$ cat src/rtl/sram_ctl_pkg.sv
package sram_ctl_pkg;

    typedef enum logic [2:0] {
        ST_IDLE,
        ST_RD_ACC,
        ST_RD_REC,
        ST_WR_GAP,
        ST_WR_DRV,
        ST_WR_END,
        ST_WR_REC
    } ctl_state_e;

    function automatic int cdiv(input int num, input int den);
        return (num + den - 1) / den;
    endfunction

    function automatic int imax(input int a, input int b);
        return (a > b) ? a : b;
    endfunction

endpackage

$ cat src/rtl/sram_phase_timer.sv
module sram_phase_timer #(
    parameter int CW = 4
) (
    input  logic          clk,
    input  logic          rst_n,
    input  logic          load,
    input  logic [CW-1:0] load_val,
    output logic          done
);

    logic [CW-1:0] cnt_q;

    always_ff @(posedge clk or negedge rst_n) begin
        if (!rst_n) begin
            cnt_q <= '0;
        end else if (load) begin
            cnt_q <= load_val;
        end else if (cnt_q != '0) begin
            cnt_q <= cnt_q - 1'b1;
        end
    end

    assign done = (cnt_q == '0);


    timer_load_chk: assert property (@(posedge clk) disable iff (!rst_n)
        load |=> (cnt_q == $past(load_val)));

endmodule

$ cat src/rtl/sram_rd_capture.sv
module sram_rd_capture #(
    parameter int DW = 8
) (
    input  logic          clk,
    input  logic          rst_n,
    input  logic          take,
    input  logic [DW-1:0] din,
    output logic [DW-1:0] dout,
    output logic          valid
);

    always_ff @(posedge clk or negedge rst_n) begin
        if (!rst_n) begin
            dout  <= '0;
            valid <= 1'b0;
        end else begin
            valid <= take;
            if (take) begin
                dout <= din;
            end
        end
    end

endmodule

$ cat src/rtl/sram_async_ctrl.sv
module sram_async_ctrl
    import sram_ctl_pkg::*;
#(
    parameter int AW          = 17,
    parameter int DW          = 8,
    parameter int CLK_PERIOD_NS = 10,
    parameter int SPEED_NS    = 55
) (
    input  logic          clk,
    input  logic          rst_n,
    input  logic          req_valid,
    output logic          req_ready,
    input  logic          req_write,
    input  logic [AW-1:0] req_addr,
    input  logic [DW-1:0] req_wdata,
    output logic [DW-1:0] rd_data,
    output logic          rd_valid,
    output logic [AW-1:0] mem_addr,
    output logic          mem_ce1_n,
    output logic          mem_ce2,
    output logic          mem_oe_n,
    output logic          mem_we_n,
    output logic [DW-1:0] mem_dout,
    input  logic [DW-1:0] mem_din,
    output logic          mem_dout_en
);

    // Nanosecond minimums for the selected grade
    localparam bit SLOW   = (SPEED_NS > 55);
    localparam int T_RC   = SPEED_NS;
    localparam int T_AA   = SPEED_NS;
    localparam int T_OE   = SLOW ? 35 : 30;
    localparam int T_OHZ  = SLOW ? 25 : 20;
    localparam int T_WZ   = SLOW ? 30 : 25;
    localparam int T_WP   = SLOW ? 50 : 40;
    localparam int T_DW   = SLOW ? 30 : 25;
    localparam int T_AW   = SLOW ? 60 : 50;

    // Cycle counts
    localparam int P      = CLK_PERIOD_NS;
    localparam int C_CYC  = cdiv(T_RC, P);
    localparam int RD_CYC = imax(cdiv(T_AA, P), cdiv(T_OE, P)) + 1;
    localparam int REC_RD = imax(imax(cdiv(T_OHZ, P), C_CYC - RD_CYC), 1);
    localparam int TURN   = imax(imax(cdiv(T_WZ, P), cdiv(T_OHZ, P)), 1);
    localparam int DRV    = imax(imax(cdiv(T_DW, P), cdiv(T_WP, P) - TURN),
                                 imax(cdiv(T_AW, P) - TURN, 1));
    localparam int REC_WR = imax(C_CYC - (TURN + DRV + 1), 1);
    localparam int MAX_LD = imax(imax(RD_CYC, REC_RD), imax(imax(TURN, DRV), REC_WR));
    localparam int CW     = imax($clog2(MAX_LD + 1), 1);

    ctl_state_e      state_q, state_d;
    logic            t_load;
    logic [CW-1:0]   t_val;
    logic            t_done;
    logic            take;
    logic [AW-1:0]   addr_q;
    logic [DW-1:0]   wdata_q;

    sram_phase_timer #(.CW(CW)) timer_i (
        .clk      (clk),
        .rst_n    (rst_n),
        .load     (t_load),
        .load_val (t_val),
        .done     (t_done)
    );

    // State register
    always_ff @(posedge clk or negedge rst_n) begin
        if (!rst_n) begin
            state_q <= ST_IDLE;
        end else begin
            state_q <= state_d;
        end
    end

    // Request latch
    always_ff @(posedge clk or negedge rst_n) begin
        if (!rst_n) begin
            addr_q  <= '0;
            wdata_q <= '0;
        end else if (state_q == ST_IDLE && req_valid) begin
            addr_q  <= req_addr;
            wdata_q <= req_wdata;
        end
    end

    // Transitions and timer loads
    always_comb begin
        state_d = state_q;
        t_load  = 1'b0;
        t_val   = '0;
        unique case (state_q)
            ST_IDLE: begin
                if (req_valid) begin
                    t_load = 1'b1;
                    if (req_write) begin
                        state_d = ST_WR_GAP;
                        t_val   = CW'(TURN - 1);
                    end else begin
                        state_d = ST_RD_ACC;
                        t_val   = CW'(RD_CYC - 1);
                    end
                end
            end
            ST_RD_ACC: begin
                if (t_done) begin
                    state_d = ST_RD_REC;
                    t_load  = 1'b1;
                    t_val   = CW'(REC_RD - 1);
                end
            end
            ST_RD_REC: begin
                if (t_done) state_d = ST_IDLE;
            end
            ST_WR_GAP: begin
                if (t_done) begin
                    state_d = ST_WR_DRV;
                    t_load  = 1'b1;
                    t_val   = CW'(DRV - 1);
                end
            end
            ST_WR_DRV: begin
                if (t_done) state_d = ST_WR_END;
            end
            ST_WR_END: begin
                state_d = ST_WR_REC;
                t_load  = 1'b1;
                t_val   = CW'(REC_WR - 1);
            end
            ST_WR_REC: begin
                if (t_done) state_d = ST_IDLE;
            end
            default: state_d = ST_IDLE;
        endcase
    end

    // Strobe decode
    always_comb begin
        mem_ce1_n   = 1'b1;
        mem_ce2     = 1'b0;
        mem_oe_n    = 1'b1;
        mem_we_n    = 1'b1;
        mem_dout_en = 1'b0;
        req_ready   = 1'b0;
        unique case (state_q)
            ST_IDLE:   req_ready = 1'b1;
            ST_RD_ACC: begin
                mem_ce1_n = 1'b0;
                mem_ce2   = 1'b1;
                mem_oe_n  = 1'b0;
            end
            ST_RD_REC: ;
            ST_WR_GAP: begin
                mem_ce1_n = 1'b0;
                mem_ce2   = 1'b1;
                mem_we_n  = 1'b0;
            end
            ST_WR_DRV: begin
                mem_ce1_n   = 1'b0;
                mem_ce2     = 1'b1;
                mem_we_n    = 1'b0;
                mem_dout_en = 1'b1;
            end
            ST_WR_END: begin
                mem_ce1_n   = 1'b0;
                mem_ce2     = 1'b1;
                mem_dout_en = 1'b1;
            end
            ST_WR_REC: ;
            default: ;
        endcase
    end

    assign take     = (state_q == ST_RD_ACC) && t_done;
    assign mem_addr = addr_q;
    assign mem_dout = wdata_q;

    sram_rd_capture #(.DW(DW)) cap_i (
        .clk   (clk),
        .rst_n (rst_n),
        .take  (take),
        .din   (mem_din),
        .dout  (rd_data),
        .valid (rd_valid)
    );


    standby_when_ready_chk: assert property (@(posedge clk) disable iff (!rst_n)
        req_ready |-> (mem_ce1_n && !mem_ce2 && mem_oe_n && mem_we_n && !mem_dout_en));


    rd_single_pulse_chk: assert property (@(posedge clk) disable iff (!rst_n)
        rd_valid |=> !rd_valid);


    oe_off_in_write_chk: assert property (@(posedge clk) disable iff (!rst_n)
        !mem_we_n |-> mem_oe_n);


    no_bus_fight_chk: assert property (@(posedge clk) disable iff (!rst_n)
        !(mem_dout_en && !mem_oe_n));


    drv_at_we_rise_chk: assert property (@(posedge clk) disable iff (!rst_n)
        $rose(mem_we_n) |-> mem_dout_en);


    addr_hold_chk: assert property (@(posedge clk) disable iff (!rst_n)
        !req_ready |=> $stable(mem_addr));

endmodule

$ cat config.mk
export PLATFORM = sky130hd
export DESIGN_NAME = sram_async_ctrl
export DESIGN_NICKNAME = d
export VERILOG_FILES = /design/src/rtl/sram_ctl_pkg.sv /design/src/rtl/sram_phase_timer.sv /design/src/rtl/sram_rd_capture.sv /design/src/rtl/sram_async_ctrl.sv
export SDC_FILE = /design/constraint.sdc
export NUM_CORES = 1
export LEC_CHECK = 0
export BUFFER_PORTS_ARGS = -buffer_cell sky130_fd_sc_hd__buf_2
export CAP_MARGIN = 20
export CORE_ASPECT_RATIO = 1.5
export CORE_UTILIZATION = 42
export DETAILED_ROUTE_END_ITERATION = 10
export PLACE_DENSITY = 0.76
export SLEW_MARGIN = 10
export SYNTH_ARGS = -nofsm -noshare
export SYNTH_HDL_FRONTEND = slang
export SYNTH_SLANG_ARGS = --single-unit
export TNS_END_PERCENT = 1
$ cat constraint.sdc
create_clock -name clk -period 1.52 [get_ports clk]
set_input_delay 0.304 -clock clk [delete_from_list [all_inputs] [get_ports clk]]
set_output_delay 0.304 -clock clk [all_outputs]
set_load 0.05 [all_outputs]
==> impl_results.md <==
* Status: complete, but fails checks
* Failing checks: setup timing
* Die ar. at about 4300 um2
* Die X at 54.0 um
* Later-pin clock latency in the skew report at 0.28 ns
* DRC viols at 0
* Drt wl/cell at ~14 um
* HPWL after DPL at approximately 2.6 mm
* Row count at 28
* Setup ws final at -0.122 ns
* Least-Margin Pin Slew at 0.305 ns
* Total of warnings raised by yosys at 0
* FF-to-FF Start: state_q[2]$_DFFE_PN0P_
* R2r worst-path depth at 6
* GRT Overall Usage at 0.181
* Critical path capture point type: output port
* Register area share after synthesis at 0.588
* Synth async-reset ratio at 1.00
* Synth Area per Inst at around 14 um2
* Drt total wl at between 3 and 4 mm
* Most frequent cells in the layout: buf_2, dfrtp_1, mux2_2
* DR vias/cell at ~5
* Fillers at 323
* Grt total ovfl at 0
* H-tree depth at 2
* # setup viols final at 29
* Antenna violations before repair at 0
* Yosys cell types at 24
* I/O pins at 77
* Final hold violations at 0
* Relative slew slack at 0.796
* Fmax at around 610 MHz
* Clock sinks at 40
* Worst Hold Depth at 2
* Hold Path Class: in -> reg
* Layout Nets at approximately 250
* Core area at around 4000 um2
* Synthesis-stage register bit count at 40
* Layout Cells excl Fill at 260
* DR vias at roughly 1300
* Syn Inst Count at 125
* Clock transition at path regs at about 0.08 ns
* Mapped Area at around 1700 um2
* Fin crit period at roughly 1.6 ns
* First-pass iteration count of the detailed router at 4
* MaxCap Viol Count at 0
* Syn_nets at 164
* Initial Utilization at 0.434
* Port Buffer Count at between 70 and 80
* Num CTS Buffers at 5
* Area growth syn-to-layout at 42.1%
* Reg2reg setup slack at -0.04 ns
* Layout Skew at about 0.0037 ns
* Critical path class: reg -> out
* Detailed Route Iter0 Violations at 16
* CP Launch Type: register
* Largest net degree at the start of global routing at between 40 and 50
* Max Buffers Root-to-Sink at 2
* RSZ-0062 raised after global routing: true
* Crit Path Max Fanout at 5
* Number of synthesized flops with an enable pin at 0
* # diodes at 0
* Final period util at 1.08
* Fin. max-slew vios at 0
* Dominant synthesized flop cell: dfrtp_1
* CTS Root Cell: clkbuf_8
* Crit Reg-Reg Endpoint: timer_i.cnt_q[0]$_DFFE_PN0P_
* Critical Path AT at approximately 1.3 ns
* Worst Hold Launch: mem_din[2]
* GPL Wtd Cong at 0.698
* First-pass GRT wire length at approximately 5.7 mm
* Die H at around 80 um
* Worst path required time at 1.22 ns
* Layout cells sized above 1 at 0.651
* Number of global-route vias before repair at about 1400
* Final ANT Viol Nets at 0
* Commonest non-fill, non-tap cell in the layout: buf_2
* CTS tree: done
* Placed insts at 250
* Worst hold endpoint: cap_i.dout[2]$_DFFE_PN0P_
[critical path: stages, from the launching register on]
cell and delay [ns]:
dfrtp_1 0.40, buf_4 0.17, nor2b_4 0.14, nor2_4 0.11
clkinvlp_4 0.09, buf_6 0.15
[cell families (layout without fill, tap and decap cells)]
kind of cell,Yosys count,count (layout),synth area share
multiplexers,34,34,0.225
AO/OA/AOI/OAI,15,15,0.0559
flip-flops,40,40,0.588
buffers and inverters,11,101,0.0338
AND/OR/NAND/NOR,23,23,0.0824
adder cells (fa/ha/maj),2,2,0.0147
[routing by layer]
metal | wire [um] | track usage | part of all wire | vias to the layer above
met2 | 1970 | 0.331 | 0.56 | 46
li1 | - | - | - | 610
met4 | 20 | 0.0615 | 0.0056 | 0
met3 | 194 | 0.0400 | 0.055 | 2
met1 | 1360 | 0.194 | 0.38 | 652
met5 | 0 | 0 | 0 | -
[synthesized netlist by cell type (all sizes together), types with 2 or more instances]
cell / count / area (um2)
a211oi: 2 / 20.0
a21oi: 7 / 35.0
a32oi: 2 / 17.5
buf: 3 / 27.5
clkbuf: 3 / 11.3
dfrtp: 40 / 1000
ha: 2 / 25.0
inv: 5 / 18.8
mux2: 34 / 383
nand2: 4 / 15.0
nand2b: 2 / 12.5
nor2: 6 / 22.5
nor2b: 4 / 25.0
nor3: 2 / 10.0
o21ai: 2 / 10.0
o22ai: 2 / 12.5
[layout make-up]
| cell class | count | area (um2) | share of cell area |
|---|---|---|---|
| clock buffer | 6 | 72.6 | 0.0300 |
| clock inverter | 2 | 35.0 | 0.0145 |
| inverter | 5 | 22.5 | 0.00931 |
| multi-input combinational | 74 | 691 | 0.286 |
| sequential | 40 | 1000 | 0.414 |
| tap | 45 | 56.3 | 0.0233 |
| timing repair buffer | 88 | 539 | 0.223 |
[what timing repair did]
action | in CTS | in global routing
setup buffers | 1 | 0
pin swaps | 1 | 1
hold buffers | 1 | 0
endpoints found under the hold margin | 40 | 0
cloned | 0 | 0
gates resized for setup | 16 | 4
endpoints found under the setup margin | 16 | 43
[worst max-delay path by stage]
| stage | cells after the start | slack, ns | endpoint | from |
|---|---|---|---|---|
| 4_1_cts | 4 | -0.13 | mem_ce2 | state_q[0]$_DFFE_PN0P_ |
| 3_3_place_gp | 5 | -0.03 | cap_i.dout[2]$_DFFE_PN0P_ | timer_i.cnt_q[1]$_DFFE_PN0P_ |
| 3_5_place_dp | 5 | -0.08 | cap_i.dout[3]$_DFFE_PN0P_ | timer_i.cnt_q[1]$_DFFE_PN0P_ |
| 2_1_floorplan | 4 | -0.22 | mem_ce2 | state_q[2]$_DFFE_PN0P_ |
| 6_report | 5 | -0.12 | mem_ce2 | state_q[2]$_DFFE_PN0P_ |
| 5_1_grt | 5 | -0.22 | mem_ce2 | state_q[2]$_DFFE_PN0P_ |
[stage by stage]
stage	TNS, ns	hold WS (ns)	setup WS (ns)	instance area [um2]	util
2_1_floorplan	-2.79	0.00841	-0.216	1740	-
3_3_place_gp	-0.202	0.290	-0.0259	2230	0.568
3_5_place_dp	-0.597	0.288	-0.0795	2230	0.568
4_1_cts	-1.67	0.236	-0.129	2400	0.613
5_1_grt	-2.82	0.233	-0.224	2420	0.616
6_report	-0.693	0.247	-0.122	2420	0.616
[state kept, by name (all words and copies together), names as in the netlist]
register       cells
mem_addr          17
cap_i.dout         8
mem_dout           8
state_q            3
timer_i.cnt_q      3
cap_i.valid        1
Power is not shown: default switching activity piles up to over one toggle a cycle in this logic, so the estimate is an artifact.
